File: config.mk
export PLATFORM = sky130hd
export DESIGN_NAME = dac_ctl_seq
export DESIGN_NICKNAME = d
export VERILOG_FILES = /design/src/rtl/dac_ctl_pkg.sv /design/src/rtl/dac_ctl_timer.sv /design/src/rtl/dac_ctl_shift.sv /design/src/rtl/dac_ctl_boot.sv /design/src/rtl/dac_ctl_seq.sv
export SDC_FILE = /design/constraint.sdc
export NUM_CORES = 1
export LEC_CHECK = 0
export ABC_AREA = 0
export ABC_CLOCK_PERIOD_IN_PS = 5400
export CORE_UTILIZATION = 25
export DETAILED_ROUTE_END_ITERATION = 8
export PLACE_DENSITY_LB_ADDON = 0.2
export SLEW_MARGIN = 10
export SYNTH_ARGS = -nofsm -noshare
export SYNTH_HDL_FRONTEND = slang
export SYNTH_SLANG_ARGS = --single-unit
File: constraint.sdc
create_clock -name clk_i -period 5.4 [get_ports clk_i]
set_input_delay 0.81 -clock clk_i [delete_from_list [all_inputs] [get_ports clk_i]]
set_output_delay 0.81 -clock clk_i [all_outputs]
set_load 0.05 [all_outputs]
File: src/rtl/dac_ctl_pkg.sv
package dac_ctl_pkg;
  localparam int unsigned IDX_W  = 7;
  localparam int unsigned VAL_W  = 9;
  localparam int unsigned WORD_W = IDX_W + VAL_W;
  localparam int unsigned BOOT_N = 4;

  localparam logic [VAL_W-1:0] VOL_LOAD = 9'h100;
  localparam logic [VAL_W-1:0] DEF_ATT  = 9'h008;
  localparam logic [VAL_W-1:0] DEF_FMT  = 9'h099;

  typedef struct packed {
    logic [IDX_W-1:0] idx;
    logic [VAL_W-1:0] val;
  } ctl_word_t;

  typedef enum logic [2:0] {
    SH_IDLE, SH_LOW, SH_SETUP, SH_HIGH, SH_LATCH, SH_GAP
  } sh_state_e;

  typedef enum logic [2:0] {
    BT_PRE, BT_RST, BT_SETTLE, BT_LOAD, BT_DONE
  } bt_state_e;

  function automatic ctl_word_t boot_word(input logic [1:0] k);
    ctl_word_t w;
    w.idx = IDX_W'(k);
    case (k)
      2'd0, 2'd1: w.val = VOL_LOAD | DEF_ATT;
      2'd2:       w.val = '0;
      default:    w.val = DEF_FMT;
    endcase
    return w;
  endfunction
endpackage

File: src/rtl/dac_ctl_timer.sv
module dac_ctl_timer #(
  parameter int unsigned CNT_W   = 8,
  parameter int unsigned RST_LEN = 1
) (
  input  logic             clk_i,
  input  logic             rst_ni,
  input  logic             load_i,
  input  logic [CNT_W-1:0] len_i,
  output logic             done_o
);
  localparam logic [CNT_W-1:0] RST_CNT = (RST_LEN == 0) ? '0 : CNT_W'(RST_LEN - 1);

  logic [CNT_W-1:0] cnt_q;

  always_ff @(posedge clk_i or negedge rst_ni) begin
    if (!rst_ni)             cnt_q <= RST_CNT;
    else if (load_i)         cnt_q <= len_i - 1'b1;
    else if (cnt_q != '0)    cnt_q <= cnt_q - 1'b1;
  end

  assign done_o = (cnt_q == '0);
endmodule

File: src/rtl/dac_ctl_shift.sv
module dac_ctl_shift
  import dac_ctl_pkg::*;
#(
  parameter int unsigned PHASE_CYC = 300
) (
  input  logic              clk_i,
  input  logic              rst_ni,
  input  logic              start_i,
  input  logic [WORD_W-1:0] word_i,
  output logic              idle_o,
  output logic              sclk_o,
  output logic              sdat_o,
  output logic              latch_o
);
  localparam int unsigned CNT_W = $clog2(4 * PHASE_CYC + 1);
  localparam int unsigned BIT_W = $clog2(WORD_W);
  localparam logic [CNT_W-1:0] LEN_1 = CNT_W'(PHASE_CYC);
  localparam logic [CNT_W-1:0] LEN_2 = CNT_W'(2 * PHASE_CYC);
  localparam logic [CNT_W-1:0] LEN_4 = CNT_W'(4 * PHASE_CYC);
  localparam logic [BIT_W-1:0] TOP_BIT = BIT_W'(WORD_W - 1);

  sh_state_e         st_q, st_d;
  logic              ld;
  logic [CNT_W-1:0]  len;
  logic              tdone;
  logic [WORD_W-1:0] word_q;
  logic [BIT_W-1:0]  bit_q;
  logic              clk_q, dat_q, lat_q;
  logic              last_bit;

  assign last_bit = (bit_q == '0);

  dac_ctl_timer #(.CNT_W(CNT_W), .RST_LEN(0)) u_tmr (
    .clk_i (clk_i),
    .rst_ni(rst_ni),
    .load_i(ld),
    .len_i (len),
    .done_o(tdone)
  );

  always_comb begin
    st_d = st_q;
    len  = LEN_1;
    unique case (st_q)
      SH_IDLE:  if (start_i) begin st_d = SH_LOW; len = LEN_1; end
      SH_LOW:   if (tdone) begin st_d = SH_SETUP; len = LEN_2; end
      SH_SETUP: if (tdone) begin st_d = SH_HIGH; len = LEN_1; end
      SH_HIGH:  if (tdone) begin
                  st_d = last_bit ? SH_LATCH : SH_LOW;
                  len  = last_bit ? LEN_2 : LEN_1;
                end
      SH_LATCH: if (tdone) begin st_d = SH_GAP; len = LEN_4; end
      SH_GAP:   if (tdone) st_d = SH_IDLE;
      default:  st_d = SH_IDLE;
    endcase
    ld = (st_d != st_q) && (st_d != SH_IDLE);
  end

  always_ff @(posedge clk_i or negedge rst_ni) begin
    if (!rst_ni) begin
      st_q   <= SH_IDLE;
      word_q <= '0;
      bit_q  <= '0;
      clk_q  <= 1'b1;
      dat_q  <= 1'b0;
      lat_q  <= 1'b1;
    end else begin
      st_q <= st_d;
      unique case (st_q)
        SH_IDLE: if (start_i) begin
          word_q <= word_i;
          bit_q  <= TOP_BIT;
          clk_q  <= 1'b0;
        end
        SH_LOW:   if (tdone) dat_q <= word_q[bit_q];
        SH_SETUP: if (tdone) clk_q <= 1'b1;
        SH_HIGH:  if (tdone) begin
          if (last_bit) lat_q <= 1'b0;
          else begin
            bit_q <= bit_q - 1'b1;
            clk_q <= 1'b0;
          end
        end
        SH_LATCH: if (tdone) lat_q <= 1'b1;
        default: ;
      endcase
    end
  end

  assign idle_o  = (st_q == SH_IDLE);
  assign sclk_o  = clk_q;
  assign sdat_o  = dat_q;
  assign latch_o = lat_q;
endmodule

File: src/rtl/dac_ctl_boot.sv
module dac_ctl_boot
  import dac_ctl_pkg::*;
#(
  parameter int unsigned PRE_CYC    = 10000,
  parameter int unsigned RST_CYC    = 10000,
  parameter int unsigned SETTLE_CYC = 50000
) (
  input  logic      clk_i,
  input  logic      rst_ni,
  input  logic      take_i,
  output logic      valid_o,
  output ctl_word_t word_o,
  output logic      dac_rst_no,
  output logic      done_o
);
  localparam int unsigned MAX_AB  = (PRE_CYC > RST_CYC) ? PRE_CYC : RST_CYC;
  localparam int unsigned MAX_CYC = (MAX_AB > SETTLE_CYC) ? MAX_AB : SETTLE_CYC;
  localparam int unsigned CNT_W   = $clog2(MAX_CYC + 1);
  localparam logic [1:0]  LAST_K  = 2'(BOOT_N - 1);

  bt_state_e        st_q, st_d;
  logic             ld;
  logic [CNT_W-1:0] len;
  logic             tdone;
  logic [1:0]       k_q;

  dac_ctl_timer #(.CNT_W(CNT_W), .RST_LEN(PRE_CYC)) u_tmr (
    .clk_i (clk_i),
    .rst_ni(rst_ni),
    .load_i(ld),
    .len_i (len),
    .done_o(tdone)
  );

  always_comb begin
    st_d = st_q;
    ld   = 1'b0;
    len  = CNT_W'(RST_CYC);
    unique case (st_q)
      BT_PRE:    if (tdone) begin st_d = BT_RST; ld = 1'b1; len = CNT_W'(RST_CYC); end
      BT_RST:    if (tdone) begin st_d = BT_SETTLE; ld = 1'b1; len = CNT_W'(SETTLE_CYC); end
      BT_SETTLE: if (tdone) st_d = BT_LOAD;
      BT_LOAD:   if (take_i && k_q == LAST_K) st_d = BT_DONE;
      default:   st_d = BT_DONE;
    endcase
  end

  always_ff @(posedge clk_i or negedge rst_ni) begin
    if (!rst_ni) begin
      st_q <= BT_PRE;
      k_q  <= '0;
    end else begin
      st_q <= st_d;
      if (st_q == BT_LOAD && take_i) k_q <= k_q + 1'b1;
    end
  end

  assign valid_o    = (st_q == BT_LOAD);
  assign word_o     = boot_word(k_q);
  assign dac_rst_no = (st_q != BT_RST);
  assign done_o     = (st_q == BT_DONE);
endmodule

File: src/rtl/dac_ctl_seq.sv
module dac_ctl_seq
  import dac_ctl_pkg::*;
#(
  parameter int unsigned PHASE_CYC  = 300,
  parameter int unsigned PRE_CYC    = 10000,
  parameter int unsigned RST_CYC    = 10000,
  parameter int unsigned SETTLE_CYC = 50000
) (
  input  logic             clk_i,
  input  logic             rst_ni,
  input  logic             req_valid_i,
  output logic             req_ready_o,
  input  logic [IDX_W-1:0] req_reg_i,
  input  logic [VAL_W-1:0] req_val_i,
  output logic             dac_clk_o,
  output logic             dac_dat_o,
  output logic             dac_latch_o,
  output logic             dac_rst_no
);
  logic      sh_idle, sh_start;
  logic      bt_valid, bt_take, bt_done;
  ctl_word_t bt_word, host_word, sel_word;

  dac_ctl_boot #(
    .PRE_CYC   (PRE_CYC),
    .RST_CYC   (RST_CYC),
    .SETTLE_CYC(SETTLE_CYC)
  ) u_boot (
    .clk_i     (clk_i),
    .rst_ni    (rst_ni),
    .take_i    (bt_take),
    .valid_o   (bt_valid),
    .word_o    (bt_word),
    .dac_rst_no(dac_rst_no),
    .done_o    (bt_done)
  );

  assign host_word   = '{idx: req_reg_i, val: req_val_i};
  assign bt_take     = bt_valid && sh_idle;
  assign req_ready_o = bt_done && sh_idle;
  assign sh_start    = bt_take || (req_valid_i && req_ready_o);
  assign sel_word    = bt_done ? host_word : bt_word;

  dac_ctl_shift #(.PHASE_CYC(PHASE_CYC)) u_shift (
    .clk_i  (clk_i),
    .rst_ni (rst_ni),
    .start_i(sh_start),
    .word_i (sel_word),
    .idle_o (sh_idle),
    .sclk_o (dac_clk_o),
    .sdat_o (dac_dat_o),
    .latch_o(dac_latch_o)
  );
endmodule

==> summary.txt <==
Clock network
  • CTS tree: done
  • Root Buffer: clkbuf_16
  • Htree depth: 3
  • Max clock buf depth: 2
  • CTS buffer count: 9
  • CTS sink count: 58
  • Clk slew on worst S/H paths: around 0.050 ns
  • Clock latency on the worst-skew pair: 0.33 ns
  • Post-CTS setup buffers: 0
  • Cts hold-fix bufs: 0
  • Post-CTS Resized: 0

Worst setup path
  • Slowest stage delay, CP: around 0.8 ns
  • WS Path Type: flop to output pin
  • Critical-path top delay cell: nor3_1
  • Worst endpoint data arrival time: roughly 2.8 ns
  • CP Max Fanout: 22
  • Critical Path Source Type: flop
  • Worst EP required: 4.59 ns
  • CP Capture Type: output pin
  • Buf/Inv on CP: 1
  • Cells along the critical path: nor3_1 > and2_1 > clkdlybuf4s50_1
  • Crit path max-delay family: simple AND/OR/NAND/NOR gates

Layout
  • Fin util: 0.3131
  • Design area: 3935 um^2
  • Share of layout cells above drive strength 1: 0.1513
  • Area grow syn2layout: 22.71%
  • Fill count: 1315
  • Nets: 379
  • Antenna Cells: 0

Synthesis
  • Top cell type's share of synthesized area: 0.3746
  • Yosys warns: 0
  • Seq/Total Area, Yosys: 0.4565
  • Most frequent cell after synthesis: dfrtp_1
  • Flip-flop and latch count after synthesis: 58
  • Post-Syn Nets: 359
  • Leading post-synthesis cells by cell area: dfrtp_1 (37%), dfstp_2 (8.2%), nand2_1 (4.7%)
  • Synth area leader: dfrtp_1
  • Post-synth EDFFs: 0
  • Asr flop ratio synth: 1.000
  • Mean post-synth cell area: approximately 9.7 um^2
  • Cells after Synth: 332
  • Most used DFF post-synth: dfrtp_1
  • Post-synth top cells: dfrtp_1 (48), nand2_1 (40), nor2_1 (24), o21ai_0 (24), a21oi_1 (20)
  • Synthesized cell area: 3207 um^2
  • Unique masters post-synth: 63

Global routing
  • First-pass GRT wire length: 12.27 mm
  • Initial antenna violation count: 0
  • Number of global-route vias before repair: between 2000 and 2500
  • Global Route Usage Sum: 0.1194
  • Largest net degree at the start of global routing: slightly below 60
  • Grt ovf: 0

STA
  • Final Hold Viols: 0
  • Finish-stage setup viols: 0
  • Final min period: 3.612 ns
  • Least-Margin Pin Slew: 0.8970 ns
  • Skew final: approximately 0.0082 ns
  • Final Cycle Share: 0.6688
  • Post-Route Setup TNS: 0 ns
  • Fin. max-slew vios: 0
  • Max-slew headroom: 0.3974
  • FMAX: roughly 280 MHz
  • Min Hold Slack: 0.4800 ns
  • Unrepaired setup endpoints after global routing: false

Route
  • Initial drt markers: 155
  • DR pass1 iterations: 4
  • WL final: about 7.3 mm
  • Via Count: 2452
  • Antenna-violating nets left: 0
  • Drt drc: 0
  • Vias per cell: between 4 and 5
  • WL/cell: between 10 and 15 um

Die
  • Die width: 115.3 um
  • Core Box Area: 12570 um^2
  • Starting Density: 0.2552
  • Cell Rows: 41
  • Die area: 13280 um^2
  • Ports: 24
  • Chip height: 115.3 um

Placement
  • Routability cong.: about 0.81
  • IO Port Bufs: 23
  • Hpwl dp: 5.044 mm
  • Dpl cell area: 3615 um^2

Outcome
  • Status: finished, final reports clean

Min path
  • Hold Crit Class: flop to flop

Pwr
  • P per Cell Area: 271.5 nW/um^2
  • Static Leak: roughly 0.0016 uW
  • Peak VDD IR: between 0.0001 and 0.00015 V

Flow run
  • Max Cap Violations: 0
==> routing by layer <==
metal  vias up  routed length [um]  global-route usage
met3        12                 215             0.03268
met1      1167                3587              0.1577
li1       1240                   -                   -
met2        33                3328              0.1847
met5         -                   0                   0
met4         0                 122             0.04848
==> sequential cells by signal (all words and copies together), names as in the netlist <==
register / count
u_boot.u_tmr.cnt_q: 16
u_shift.word_q: 16
u_shift.u_tmr.cnt_q: 11
u_shift.bit_q: 4
u_boot.st_q: 3
u_shift.st_q: 3
u_boot.k_q: 2
u_shift.latch_o: 1
u_shift.sclk_o: 1
u_shift.sdat_o: 1
==> kinds of logic after synthesis <==
family,Yosys count,synth area share
and+or+nand+nor,134,0.2236
AOI/OAI and AO/OA,83,0.1764
DFF,58,0.4565
buffers and inverters,30,0.03628
xor gates and xnor gates,10,0.02731
muxes,9,0.04877
adders and majority gates,8,0.03121
==> power breakdown <==
group          leakage, uW  internal [uW]  total (uW)  switching [uW]
Sequential        0.000715            436         436               0
Clock             0.000156            414         611             197
Combinational     0.000692           11.6        21.5            9.96
==> worst reg2reg max path, cell delays in order, from the launching register on <==
cell	delay, ns
dfrtp_1	0.42
or4_1	0.69
nor4b_4	0.62
a22o_1	0.33
nand2_1	0.17
nand2_1	0.11
ha_1	0.20
nand3b_1	0.20
a311oi_1	0.36
xnor2_1	0.11
a211oi_1	0.24
==> cell usage in the layout (no fill, tap or decap), drive strengths merged, types with 8 or more instances in the layout <==
master | netlist | layout
nor2 | 24 | 24
dfstp | 10 | 10
clkbuf | 15 | 11
or3 | 11 | 11
inv | 12 | 12
a21oi | 20 | 20
nor3 | 8 | 8
o21ai | 25 | 25
ha | 8 | 8
nand3 | 9 | 9
or4 | 9 | 9
nand2 | 41 | 41
dfrtp | 48 | 48
clkdlybuf4s50 | 0 | 22
==> layout make-up <==
cell class              count  area [um^2]  share of cell area
multi-input cells         244         1635              0.4156
flip-flops and latches     58         1464              0.3720
repair buffers             27        255.2             0.06486
clock buffers              11        242.7             0.06169
well taps                 172        215.2             0.05469
clock inverters             5        77.57             0.01971
inverters                  12        45.04             0.01145
==> final timing paths <==
| path | startpoint | endpoint | slack (ns) | cells after the start |
|---|---|---|---|---|
| min in group asynchronous | rst_ni | u_shift.word_q[12]$_DFFE_PN0P_ | 0.63 | 2 |
| max in group asynchronous | rst_ni | u_boot.st_q[0]$_DFFE_PN0P_ | 4.27 | 2 |
| min | u_shift.word_q[12]$_DFFE_PN0P_ | u_shift.word_q[12]$_DFFE_PN0P_ | 0.48 | 2 |
| max reg2reg | u_shift.u_tmr.cnt_q[5]$_DFFE_PN0P_ | u_shift.u_tmr.cnt_q[6]$_DFFE_PN0P_ | 1.86 | 10 |
| max | u_shift.st_q[2]$_DFF_PN0_ | req_ready_o | 1.79 | 3 |
| min reg2reg | u_shift.word_q[12]$_DFFE_PN0P_ | u_shift.word_q[12]$_DFFE_PN0P_ | 0.48 | 2 |
==> metrics by stage <==
stage | power (uW) | setup WS (ns) | std cells
floorplan | 443.0 | 2.450 | 332
global placement | 465.4 | 1.826 | 513
detailed placement | 465.3 | 1.751 | 513
CTS | 1087 | 1.735 | 529
global route | 1103 | 1.566 | 529
finish | 1068 | 1.788 | 529
Power figures use the tool's default switching activity.
